### config.mk
export PLATFORM = sky130hd
export DESIGN_NAME = i2c_tgt10
export DESIGN_NICKNAME = d
export VERILOG_FILES = /design/src/rtl/i2c_tgt_pkg.sv /design/src/rtl/i2c_tgt_sync.sv /design/src/rtl/i2c_tgt_match.sv /design/src/rtl/i2c_tgt_regs.sv /design/src/rtl/i2c_tgt10.sv
export SDC_FILE = /design/constraint.sdc
export NUM_CORES = 1
export LEC_CHECK = 0
export ABC_AREA = 1
export BUFFER_PORTS_ARGS = -buffer_cell sky130_fd_sc_hd__buf_4
export CAP_MARGIN = 30
export CELL_PAD_IN_SITES_DETAIL_PLACEMENT = 0
export CELL_PAD_IN_SITES_GLOBAL_PLACEMENT = 1
export CORE_UTILIZATION = 51
export CTS_CLUSTER_DIAMETER = 60
export CTS_CLUSTER_SIZE = 12
export DETAILED_ROUTE_END_ITERATION = 10
export PLACE_DENSITY_LB_ADDON = 0.1
export SYNTH_ARGS = -nofsm -noshare
export SYNTH_HDL_FRONTEND = slang
export SYNTH_SLANG_ARGS = --single-unit
### constraint.sdc
create_clock -name clk -period 3 [get_ports clk]
set_input_delay 0.6 -clock clk [delete_from_list [all_inputs] [get_ports clk]]
set_output_delay 0.6 -clock clk [all_outputs]
set_load 0.01 [all_outputs]
### src/rtl/i2c_tgt_pkg.sv
package i2c_tgt_pkg;

  typedef enum logic [2:0] {
    ST_IDLE,
    ST_HDR,
    ST_LO,
    ST_WR,
    ST_RD
  } tgt_state_e;

  localparam logic [4:0] TEN_BIT_TAG = 5'b11110;

  // Header frame of a two-frame address
  function automatic logic is_ten_hdr(input logic [7:0] frame);
    return frame[7:3] == TEN_BIT_TAG;
  endfunction

  // Reset content of register idx
  function automatic logic [7:0] reg_reset_val(input int unsigned idx);
    return 8'hA0 + 8'(idx);
  endfunction

endpackage

### src/rtl/i2c_tgt_sync.sv
module i2c_tgt_sync #(
  parameter int STAGES = 2
) (
  input  logic clk,
  input  logic rst_n,
  input  logic scl_i,
  input  logic sda_i,
  output logic scl_s,
  output logic sda_s,
  output logic scl_rise,
  output logic scl_fall,
  output logic start_det,
  output logic stop_det
);
  logic [STAGES-1:0] scl_pipe, sda_pipe;
  logic scl_d, sda_d;

  always_ff @(posedge clk or negedge rst_n) begin
    if (!rst_n) begin
      scl_pipe <= '1;
      sda_pipe <= '1;
      scl_d    <= 1'b1;
      sda_d    <= 1'b1;
    end else begin
      scl_pipe <= {scl_pipe[STAGES-2:0], scl_i};
      sda_pipe <= {sda_pipe[STAGES-2:0], sda_i};
      scl_d    <= scl_pipe[STAGES-1];
      sda_d    <= sda_pipe[STAGES-1];
    end
  end

  assign scl_s     = scl_pipe[STAGES-1];
  assign sda_s     = sda_pipe[STAGES-1];
  assign scl_rise  = scl_s & ~scl_d;
  assign scl_fall  = ~scl_s & scl_d;
  assign start_det = scl_s & scl_d & sda_d & ~sda_s;
  assign stop_det  = scl_s & scl_d & ~sda_d & sda_s;
endmodule

### src/rtl/i2c_tgt_match.sv
module i2c_tgt_match
  import i2c_tgt_pkg::*;
#(
  parameter logic [6:0] OWN_ADDR7  = 7'h2A,
  parameter logic [9:0] OWN_ADDR10 = 10'h2C5
) (
  input  logic [7:0] frame,
  input  logic       lo_phase,
  output logic       ten_hdr,
  output logic       hit
);
  assign ten_hdr = is_ten_hdr(frame);

  always_comb begin
    if (lo_phase)     hit = (frame == OWN_ADDR10[7:0]);
    else if (ten_hdr) hit = (frame[2:1] == OWN_ADDR10[9:8]);
    else              hit = (frame[7:1] == OWN_ADDR7);
  end
endmodule

### src/rtl/i2c_tgt_regs.sv
module i2c_tgt_regs
  import i2c_tgt_pkg::*;
#(
  parameter int NUM_REGS = 8,
  parameter int PTR_W    = $clog2(NUM_REGS)
) (
  input  logic             clk,
  input  logic             rst_n,
  input  logic             we,
  input  logic [PTR_W-1:0] waddr,
  input  logic [7:0]       wdata,
  input  logic [PTR_W-1:0] raddr,
  output logic [7:0]       rdata
);
  logic [7:0] rd_vec [NUM_REGS];

  for (genvar g = 0; g < NUM_REGS; g++) begin : g_reg
    logic [7:0] q;
    always_ff @(posedge clk or negedge rst_n) begin
      if (!rst_n)                          q <= reg_reset_val(g);
      else if (we && waddr == PTR_W'(g))   q <= wdata;
    end
    assign rd_vec[g] = q;
  end

  assign rdata = rd_vec[raddr];
endmodule

### src/rtl/i2c_tgt10.sv
module i2c_tgt10
  import i2c_tgt_pkg::*;
#(
  parameter logic [6:0] OWN_ADDR7   = 7'h2A,
  parameter logic [9:0] OWN_ADDR10  = 10'h2C5,
  parameter int         NUM_REGS    = 8,
  parameter bit         STRETCH_EN  = 1'b1,
  parameter int         SYNC_STAGES = 2
) (
  input  logic clk,
  input  logic rst_n,
  input  logic scl_i,
  input  logic sda_i,
  input  logic stall_i,
  output logic sda_pull_o,
  output logic scl_pull_o
);
  localparam int PTR_W = $clog2(NUM_REGS);

  // synchronised bus view and line events
  logic scl_s, sda_s, scl_rise, scl_fall, start_det, stop_det;

  i2c_tgt_sync #(.STAGES(SYNC_STAGES)) u_sync (
    .clk(clk), .rst_n(rst_n), .scl_i(scl_i), .sda_i(sda_i),
    .scl_s(scl_s), .sda_s(sda_s), .scl_rise(scl_rise), .scl_fall(scl_fall),
    .start_det(start_det), .stop_det(stop_det)
  );

  tgt_state_e       state_q, nxt_q;
  logic [3:0]       bitcnt_q;
  logic [6:0]       shreg_q;
  logic [6:0]       txreg_q;
  logic             ack_q, rw_q, ptr_pend_q, sda_pull_q;
  logic [PTR_W-1:0] ptr_q;

  // named internal events
  logic [7:0] rx_frame;
  logic       rx_state, byte_done, frame_hit, ten_hdr, frame_ok;
  logic       reg_we, ack_sample, in_idle, addressed;
  logic [7:0] rd_data;

  assign rx_frame   = {shreg_q, sda_s};
  assign rx_state   = (state_q == ST_HDR) || (state_q == ST_LO) || (state_q == ST_WR);
  assign byte_done  = rx_state && scl_rise && (bitcnt_q == 4'd7);
  assign frame_ok   = (state_q == ST_WR) ? 1'b1 : frame_hit;
  assign reg_we     = byte_done && (state_q == ST_WR) && !ptr_pend_q;
  assign ack_sample = (state_q == ST_RD) && scl_rise && (bitcnt_q == 4'd8);
  assign in_idle    = (state_q == ST_IDLE);
  assign addressed  = (state_q == ST_WR) || (state_q == ST_RD);

  i2c_tgt_match #(.OWN_ADDR7(OWN_ADDR7), .OWN_ADDR10(OWN_ADDR10)) u_match (
    .frame(rx_frame), .lo_phase(state_q == ST_LO), .ten_hdr(ten_hdr), .hit(frame_hit)
  );

  i2c_tgt_regs #(.NUM_REGS(NUM_REGS), .PTR_W(PTR_W)) u_regs (
    .clk(clk), .rst_n(rst_n), .we(reg_we), .waddr(ptr_q), .wdata(rx_frame),
    .raddr(ptr_q), .rdata(rd_data)
  );

  always_ff @(posedge clk or negedge rst_n) begin
    if (!rst_n) begin
      state_q    <= ST_IDLE;
      nxt_q      <= ST_IDLE;
      bitcnt_q   <= '0;
      shreg_q    <= '0;
      txreg_q    <= '0;
      ack_q      <= 1'b0;
      rw_q       <= 1'b0;
      ptr_pend_q <= 1'b0;
      sda_pull_q <= 1'b0;
      ptr_q      <= '0;
    end else if (start_det) begin
      state_q    <= ST_HDR;
      bitcnt_q   <= '0;
      sda_pull_q <= 1'b0;
    end else if (stop_det) begin
      state_q    <= ST_IDLE;
      sda_pull_q <= 1'b0;
    end else begin
      unique case (state_q)
        ST_HDR, ST_LO, ST_WR: begin
          if (scl_rise) begin
            bitcnt_q <= bitcnt_q + 4'd1;
            if (bitcnt_q < 4'd8) shreg_q <= rx_frame[6:0];
            if (byte_done) begin
              ack_q <= frame_ok;
              if (!frame_ok) state_q <= ST_IDLE;
              if (state_q == ST_HDR) begin
                if (ten_hdr) begin
                  nxt_q <= ST_LO;
                  rw_q  <= rx_frame[0];
                end else begin
                  nxt_q      <= rx_frame[0] ? ST_RD : ST_WR;
                  ptr_pend_q <= !rx_frame[0];
                end
              end else if (state_q == ST_LO) begin
                nxt_q      <= rw_q ? ST_RD : ST_WR;
                ptr_pend_q <= !rw_q;
              end else begin
                nxt_q <= ST_WR;
                if (ptr_pend_q) begin
                  ptr_q      <= rx_frame[PTR_W-1:0];
                  ptr_pend_q <= 1'b0;
                end else begin
                  ptr_q <= ptr_q + PTR_W'(1);
                end
              end
            end
          end
          if (scl_fall) begin
            if (bitcnt_q == 4'd8) begin
              sda_pull_q <= ack_q;
            end else if (bitcnt_q == 4'd9) begin
              bitcnt_q <= '0;
              state_q  <= nxt_q;
              if (nxt_q == ST_RD) begin
                txreg_q    <= rd_data[6:0];
                sda_pull_q <= ~rd_data[7];
              end else begin
                sda_pull_q <= 1'b0;
              end
            end
          end
        end
        ST_RD: begin
          if (scl_rise) begin
            bitcnt_q <= bitcnt_q + 4'd1;
            if (ack_sample) begin
              ptr_q <= ptr_q + PTR_W'(1);
              if (sda_s) state_q <= ST_IDLE;
            end
          end
          if (scl_fall) begin
            if (bitcnt_q >= 4'd1 && bitcnt_q <= 4'd7) begin
              sda_pull_q <= ~txreg_q[6];
              txreg_q    <= {txreg_q[5:0], 1'b0};
            end else if (bitcnt_q == 4'd8) begin
              sda_pull_q <= 1'b0;
            end else if (bitcnt_q == 4'd9) begin
              bitcnt_q   <= '0;
              txreg_q    <= rd_data[6:0];
              sda_pull_q <= ~rd_data[7];
            end
          end
        end
        default: ;
      endcase
    end
  end

  assign sda_pull_o = sda_pull_q;

  if (STRETCH_EN) begin : g_stretch
    logic scl_pull_q;
    always_ff @(posedge clk or negedge rst_n) begin
      if (!rst_n)                          scl_pull_q <= 1'b0;
      else if (!stall_i || !addressed)     scl_pull_q <= 1'b0;
      else if (!scl_s)                     scl_pull_q <= 1'b1;
    end
    assign scl_pull_o = scl_pull_q;
  end else begin : g_nostretch
    assign scl_pull_o = 1'b0;
  end
endmodule

==> results.py, run 1 <==
metrics = {
    "run_status": {
        "outcome": "finished, final reports clean",
    },
    "clock_tree": {
        "cts_tree": "done",
        "numCtsBuffers": 9,
        "cts.sinks": 102,
        "cts_resized": 0,
        "clk_pin_slew_ns": 0.11,
        "htree_num_levels": 3,
        "clockBufferDepth": 2,
        "cts_root_buffer": "clkbuf_8",
        "post-cts-setup-buffers": 0,
        "clk_latency_ns": 0.39,
        "hold_buffers": 0,
    },
    "logic_synthesis": {
        "synth_top_family_by_area": "simple AND/OR/NAND/NOR gates",
        "yosysTopAreaCellShare_pct": 34.1,
        "ys.flop_type": "dfrtp_1",
        "ys_seq_elements": 102,
        "synth-simple-area-share_pct": 26.7,
        "synth-xor-area-share_pct": 0.175,
        "yosys-top-cells-area": "dfrtp_1 34%, dfstp_2 18%, nand2_1 14%",
        "yosysMostFrequentCell": "nand2_1",
        "seq_area_frac_synth_pct": 51.9,
        "ys_async_sr_fraction_pct": 100,
        "synth-compound-area-share_pct": 12.8,
        "synthAdderAreaFrac_pct": 2.25,
        "syn_avg_cell_area_um2": 8.18,
        "synth.cell_area_um2": 5000,
        "synthesis.nets": 625,
        "yosys_warnings": 0,
        "synth_mux_area_share_pct": 0,
        "yosysTopAreaCell": "dfrtp_1",
        "synth_edf_count": 0,
        "synth_commonest_cells": "191 x nand2_1, 88 x o21ai_0, 68 x dfrtp_1",
        "synth_cell_types": 33,
        "syn_inst": 611,
    },
    "power_and_ir_drop": {
        "p_sw_share_pct": 40.2,
        "sequentialPowerShare_pct": 40.6,
        "total_leakage_power_uw": 0.00230,
        "power_frac_clock_pct": 24.0,
        "vdd_drop_max_uv": 502,
        "netSwitchingPower_uw": 1630,
        "power.density_nw_per_um2": 756,
        "internal-power_uw": 2420,
        "combPwrFrac_pct": 35.4,
        "finalPower_uw": 4050,
    },
    "timing": {
        "hold_viol": 0,
        "fin_ws_ns": 0.791,
        "grt_setup_unrepaired": "false",
        "finalMaxSlewViolations": 0,
        "fin_skew_ns": 0.0146,
        "setup_tns_ns": 0,
        "post-route-period-util_pct": 73.6,
        "clock.fmax_mhz": 453,
        "slew_headroom_pct": 47.4,
        "period_needed_ns": 2.21,
        "worst-slew-pin-transition_ns": 0.788,
        "setup_viol": 0,
    },
    "global_route": {
        "top_usage_layer": "met1",
        "grt_max_degree": 56,
        "grt-ovfl-total": 0,
        "grt_pass1_wl_mm": 19.8,
        "grt_use_met3_pct": 5.62,
        "met1_usage_pct": 39.1,
        "grt_pass1_vias": 3747,
        "grtUsageMet2_pct": 37.9,
        "antenna_found_initial": 0,
        "track_usage_pct": 26.1,
    },
    "finish": {
        "post-route-util_pct": 57.2,
        "drive_above_1_share_pct": 12.6,
        "diodes": 0,
        "syn_to_final_growth_pct": 7.21,
        "n_fill_cell": 915,
        "fin_area_um2": 5360,
        "nets": 621,
    },
    "drt": {
        "drc": 0,
        "drt_wl_total_mm": 11.9,
        "dr.pass1.iters": 5,
        "viasPerCell": 5.42,
        "antenna_left": 0,
        "vias": 4018,
        "drt-initial-drc-count": 278,
        "wire_per_inst_um": 16.1,
    },
    "setup_path": {
        "crit_buf_inv": 1,
        "critPathTopFamily": "simple AND/OR/NAND/NOR gates",
        "cp-start-kind": "flip-flop",
        "crit_chain": "nand4_1, nor2_4, inv_4, nor3_4, nand2_1, o21ai_0",
        "required_ns": 3.31,
        "path_max_fanout": 16,
        "cp_slowest_cell": "dfstp_2",
        "max_stage_delay_ns": 0.61,
        "crit_path_end_kind": "flip-flop",
        "crit_type": "flip-flop to flip-flop",
        "arrival_ns": 2.52,
    },
    "die": {
        "die_area_um2": 10200,
        "die_h_um": 101,
        "fp.dieW_um": 101,
        "boundaryPins": 7,
        "core_um2": 9370,
        "fp-row-count": 35,
        "start_util_pct": 53.3,
    },
    "place": {
        "io_buffers": 6,
        "postPlaceCellArea_um2": 5120,
        "place_ws_ns": 0.716,
        "place_congestion": 0.856,
        "dpl.hpwl_mm": 8.09,
    },
    "flow_run": {
        "maxCapViolations": 0,
    },
    "worst_hold_path": {
        "hp-class": "input pin to asynchronous set/reset pin",
    },
}
[final cells by class]
class	count	area, µm²	area share [%]
Inverter	44	168	3.13
Clock inverter	6	92.6	1.73
Clock buffer	10	128	2.38
Sequential cell	102	2590	48.4
Tap cell	129	161	3.01
Timing Repair Buffer	12	115	2.15
Multi-Input combinational cell	438	2100	39.1
[path summary, 6_finish.rpt]
path | start | endpoint | slack, ns | depth (start not counted)
min reg2reg | u_sync.sda_pipe[0]$_DFF_PN1_ | u_sync.sda_pipe[1]$_DFF_PN1_ | 0.36 | 0
min in group clk | sda_i | u_sync.sda_pipe[0]$_DFF_PN1_ | 0.32 | 1
max | u_sync.scl_pipe[1]$_DFF_PN1_ | u_regs.g_reg[3].q[1]$_DFFE_PN1P_ | 0.79 | 6
min | rst_n | u_regs.g_reg[6].q[6]$_DFFE_PN0P_ | 0.24 | 1
max in group asynchronous | rst_n | u_regs.g_reg[2].q[5]$_DFFE_PN1P_ | 1.98 | 2
max reg2reg | u_sync.scl_pipe[1]$_DFF_PN1_ | u_regs.g_reg[3].q[1]$_DFFE_PN1P_ | 0.79 | 6
[power groups by stage]
stage | logic [µW] | clock network (µW) | registers [µW]
CTS | 1410 | 998 | 1640
global placement | 1390 | 0 | 1660
detailed placement | 1400 | 0 | 1670
finish | 1440 | 971 | 1640
global route | 1620 | 1040 | 1670
floorplan | 965 | 0 | 1650
[per-stage QoR]
step / instances / hold slack [ns]
2_1_floorplan: 611 / 0.304
4_1_cts: 740 / 0.249
6_report: 741 / 0.235
3_5_place_dp: 724 / 0.349
3_3_place_gp: 724 / 0.347
5_1_grt: 741 / 0.282
[cells by family (layout without fill, tap and decap cells)]
family / after synthesis / count (layout)
compound gates: 121 / 121
fa+ha+maj: 9 / 9
xor+xnor: 1 / 1
simple gates: 307 / 307
buf+inv: 71 / 72
flops: 102 / 102
[registers in the layout, indices dropped and copies added, names as in the netlist, 2 cells and up]
register and flops:
bitcnt_q 4, state_q 3, ptr_q 3, txreg_q 7, u_regs.g.q 64, u_sync.sda_pipe 2
shreg_q 7, u_sync.scl_pipe 2, nxt_q 3
[cells in the final DEF, fill, tap and decap left out, types with 2 or more instances in the layout]
master	count
a21oi_1	10
a22oi_1	2
buf_12	2
buf_4	10
bufinv_16	2
clkbuf_8	9
clkinv_1	2
dfrtp_1	68
dfstp_2	34
ha_1	9
inv_1	40
nand2_1	191
nand3_1	66
nand3_2	7
nand4_1	5
nor2_1	28
nor3_1	5
nor3_4	2
o21ai_0	88
o21ai_1	10
o22ai_1	4
[layer usage]
| layer | up-vias | share of wire, % |
|---|---|---|
| met5 | - | 0 |
| met4 | 0 | 1.5 |
| met3 | 16 | 5.5 |
| met2 | 98 | 44 |
| met1 | 1903 | 49 |
| li1 | 2001 | - |
Power figures use the tool's default switching activity.
==> run 2, diff against run 1 <==
- CORE_UTILIZATION: 51 -> 43
- clock period: 3 -> 2 ns (I/O delays scaled with it)
==> run 2 against run 1 <==
Compared with the run above: cell count is 4.7% higher; largest power group unchanged; setup slack got worse by 0.68 ns; non-clock buffer count increased by 24; sequential power grew 50%; critical endpoint is now u_regs.g_reg[1].q[1]$_DFFE_PN0P_.
==> results.py, run 2 (synthesis results as in run 1) <==
metrics = {
    "run_status": {
        "outcome": "finished, final reports clean",
    },
    "die": {
        "fp-row-count": 38,
        "fp.dieW_um": 110,
        "start_util_pct": 45.1,
        "core_um2": 11100,
        "die_area_um2": 12100,
        "die_h_um": 110,
        "boundaryPins": 7,
    },
    "finish": {
        "regMostFlops": "u_regs.g.q",
        "drive_above_1_share_pct": 16.2,
        "multiInputGateArea_um2": 2130,
        "top_regs": "u_regs.g.q: 64 flops, shreg_q: 7 flops, txreg_q: 7 flops",
        "nets": 645,
        "layoutNonFillerInstCount": 776,
        "final_common_cell": "nand2_1",
        "syn_to_final_growth_pct": 13.8,
        "mostFrequentLayoutCells": "191 x nand2_1, 87 x o21ai_0, 68 x dfrtp_1, 66 x nand3_1, 40 x inv_1",
        "regArea_um2": 2590,
        "largest_register_ffs": 64,
        "diodes": 0,
        "n_fill_cell": 1095,
    },
    "clock_tree": {
        "numCtsBuffers": 9,
        "clk_pin_slew_ns": 0.07,
        "cts_tree": "done",
        "htree_num_levels": 3,
        "cts.sinks": 102,
        "cts_root_buffer": "clkbuf_16",
        "clockBufferDepth": 2,
        "clk_latency_ns": 0.35,
    },
    "drt": {
        "wl_met1_mm": 6.27,
        "top_layer_used": "met4",
        "dr_wl_met3_um": 528,
        "antenna_left": 0,
        "dr.pass1.iters": 5,
        "wire_per_inst_um": 16.4,
        "drt_wl_total_mm": 12.7,
        "vias": 4090,
        "drt-initial-drc-count": 343,
        "wl_met2_mm": 5.66,
        "drc": 0,
        "viasPerCell": 5.27,
    },
    "power_and_ir_drop": {
        "internal-power_uw": 4140,
        "total_leakage_power_uw": 0.00246,
        "power.density_nw_per_um2": 1180,
        "netSwitchingPower_uw": 2590,
        "vdd_drop_max_uv": 696,
        "power_frac_clock_pct": 28.3,
        "combPwrFrac_pct": 35.2,
        "sequentialPowerShare_pct": 36.5,
        "p_sw_share_pct": 38.5,
    },
    "timing": {
        "finalMaxSlewViolations": 0,
        "worst-slew-pin-transition_ns": 0.612,
        "hold_slack_ns": 0.106,
        "fin_ws_ns": 0.108,
        "period_needed_ns": 1.89,
        "post-route-period-util_pct": 94.6,
        "setup_viol": 0,
        "hold_viol": 0,
        "grt_setup_unrepaired": "true",
        "clock.fmax_mhz": 529,
        "fin_skew_ns": 0.00794,
        "slew_headroom_pct": 59.1,
    },
    "global_route": {
        "grt-ovfl-total": 0,
        "antenna_found_initial": 0,
        "grt_pass1_wl_mm": 20.5,
        "grt_max_degree": 103,
        "track_usage_pct": 23.2,
        "grt_pass1_vias": 3779,
    },
    "worst_hold_path": {
        "hp-class": "input pin to asynchronous set/reset pin",
    },
    "flow_run": {
        "maxCapViolations": 0,
    },
    "setup_path": {
        "cp-start-kind": "flip-flop",
        "crit_chain": "ha_1, nand4_1, nor2_4, inv_4, nor3_4, nand3_2, nand2_1, o21ai_0",
        "arrival_ns": 2.12,
        "crit_path_end_kind": "flip-flop",
        "r2r_slack_ns": 0.11,
        "path_max_fanout": 16,
        "crit_type": "flip-flop to flip-flop",
        "max_stage_delay_ns": 0.35,
        "cp_slowest_cell": "dfrtp_1",
        "required_ns": 2.22,
    },
    "place": {
        "dpl.hpwl_mm": 8.58,
        "place_congestion": 0.866,
        "place_ws_ns": 0.0560,
        "dp_cells": 759,
        "io_buffers": 6,
    },
}
[run 2: through the flow]
stage	power, µW	TNS, ns	area, µm²	utilization [%]
2_1_floorplan	3920	0	5000	-
6_report	6730	0	5690	51.3
5_1_grt	7160	-0.371	5690	51.3
3_3_place_gp	4830	0	5310	47.9
3_5_place_dp	4830	0	5310	47.9
4_1_cts	6760	0	5630	50.8
[run 2: worst paths after layout]
check / endpoint / cells after the start / startpoint
setup / recovery: u_regs.g_reg[1].q[1]$_DFFE_PN0P_ / 8 / bitcnt_q[0]$_DFFE_PN0P_
max in group asynchronous: u_regs.g_reg[4].q[5]$_DFFE_PN1P_ / 2 / rst_n
hold reg to reg: u_sync.sda_pipe[1]$_DFF_PN1_ / 0 / u_sync.sda_pipe[0]$_DFF_PN1_
hold / removal: u_regs.g_reg[6].q[6]$_DFFE_PN0P_ / 2 / rst_n
setup reg to reg: u_regs.g_reg[1].q[1]$_DFFE_PN0P_ / 8 / bitcnt_q[0]$_DFFE_PN0P_
min in group clk: u_sync.sda_pipe[0]$_DFF_PN1_ / 1 / sda_i
[run 2: metal layers]
layer / global-route usage, % / vias to the layer above
li1: - / 2056
met1: 32.8 / 1943
met2: 34.5 / 76
met3: 5.63 / 15
met4: 8.19 / 0
met5: 0 / -
[run 2: layout make-up]
type	count	area share [%]
inverter	44	2.95
multi-input combinational	438	37.5
clock buffer	10	4.20
sequential	102	45.6
clock inverter	6	1.47
tap	140	3.08
timing repair buffer	36	5.19
[run 2: critical path: cells and delay by family, from the launching register on]
kind	cells	cell delay, ns
adder cells (fa/ha/maj)	1	0.20
buffers and inverters	1	0.07
flip-flops	1	0.35
AND/OR/NAND/NOR	5	1.04
AO/OA/AOI/OAI	1	0.09
[run 2: power by group through the flow]
stage          clock network [µW]  registers, µW  logic (µW)
3_5_place_dp                    0           2490        2340
6_report                     1900           2460        2370
4_1_cts                      1960           2460        2350
5_1_grt                      2040           2480        2650
2_1_floorplan                   0           2470        1450
3_3_place_gp                    0           2490        2340
[run 2: timing repair]
| action | 4_1_cts | 5_1_grt |
|---|---|---|
| hold buffers | 0 | 0 |
| setup buffers | 0 | 1 |
| gates resized for setup | 0 | 6 |
| endpoints found under the setup margin | 0 | 44 |
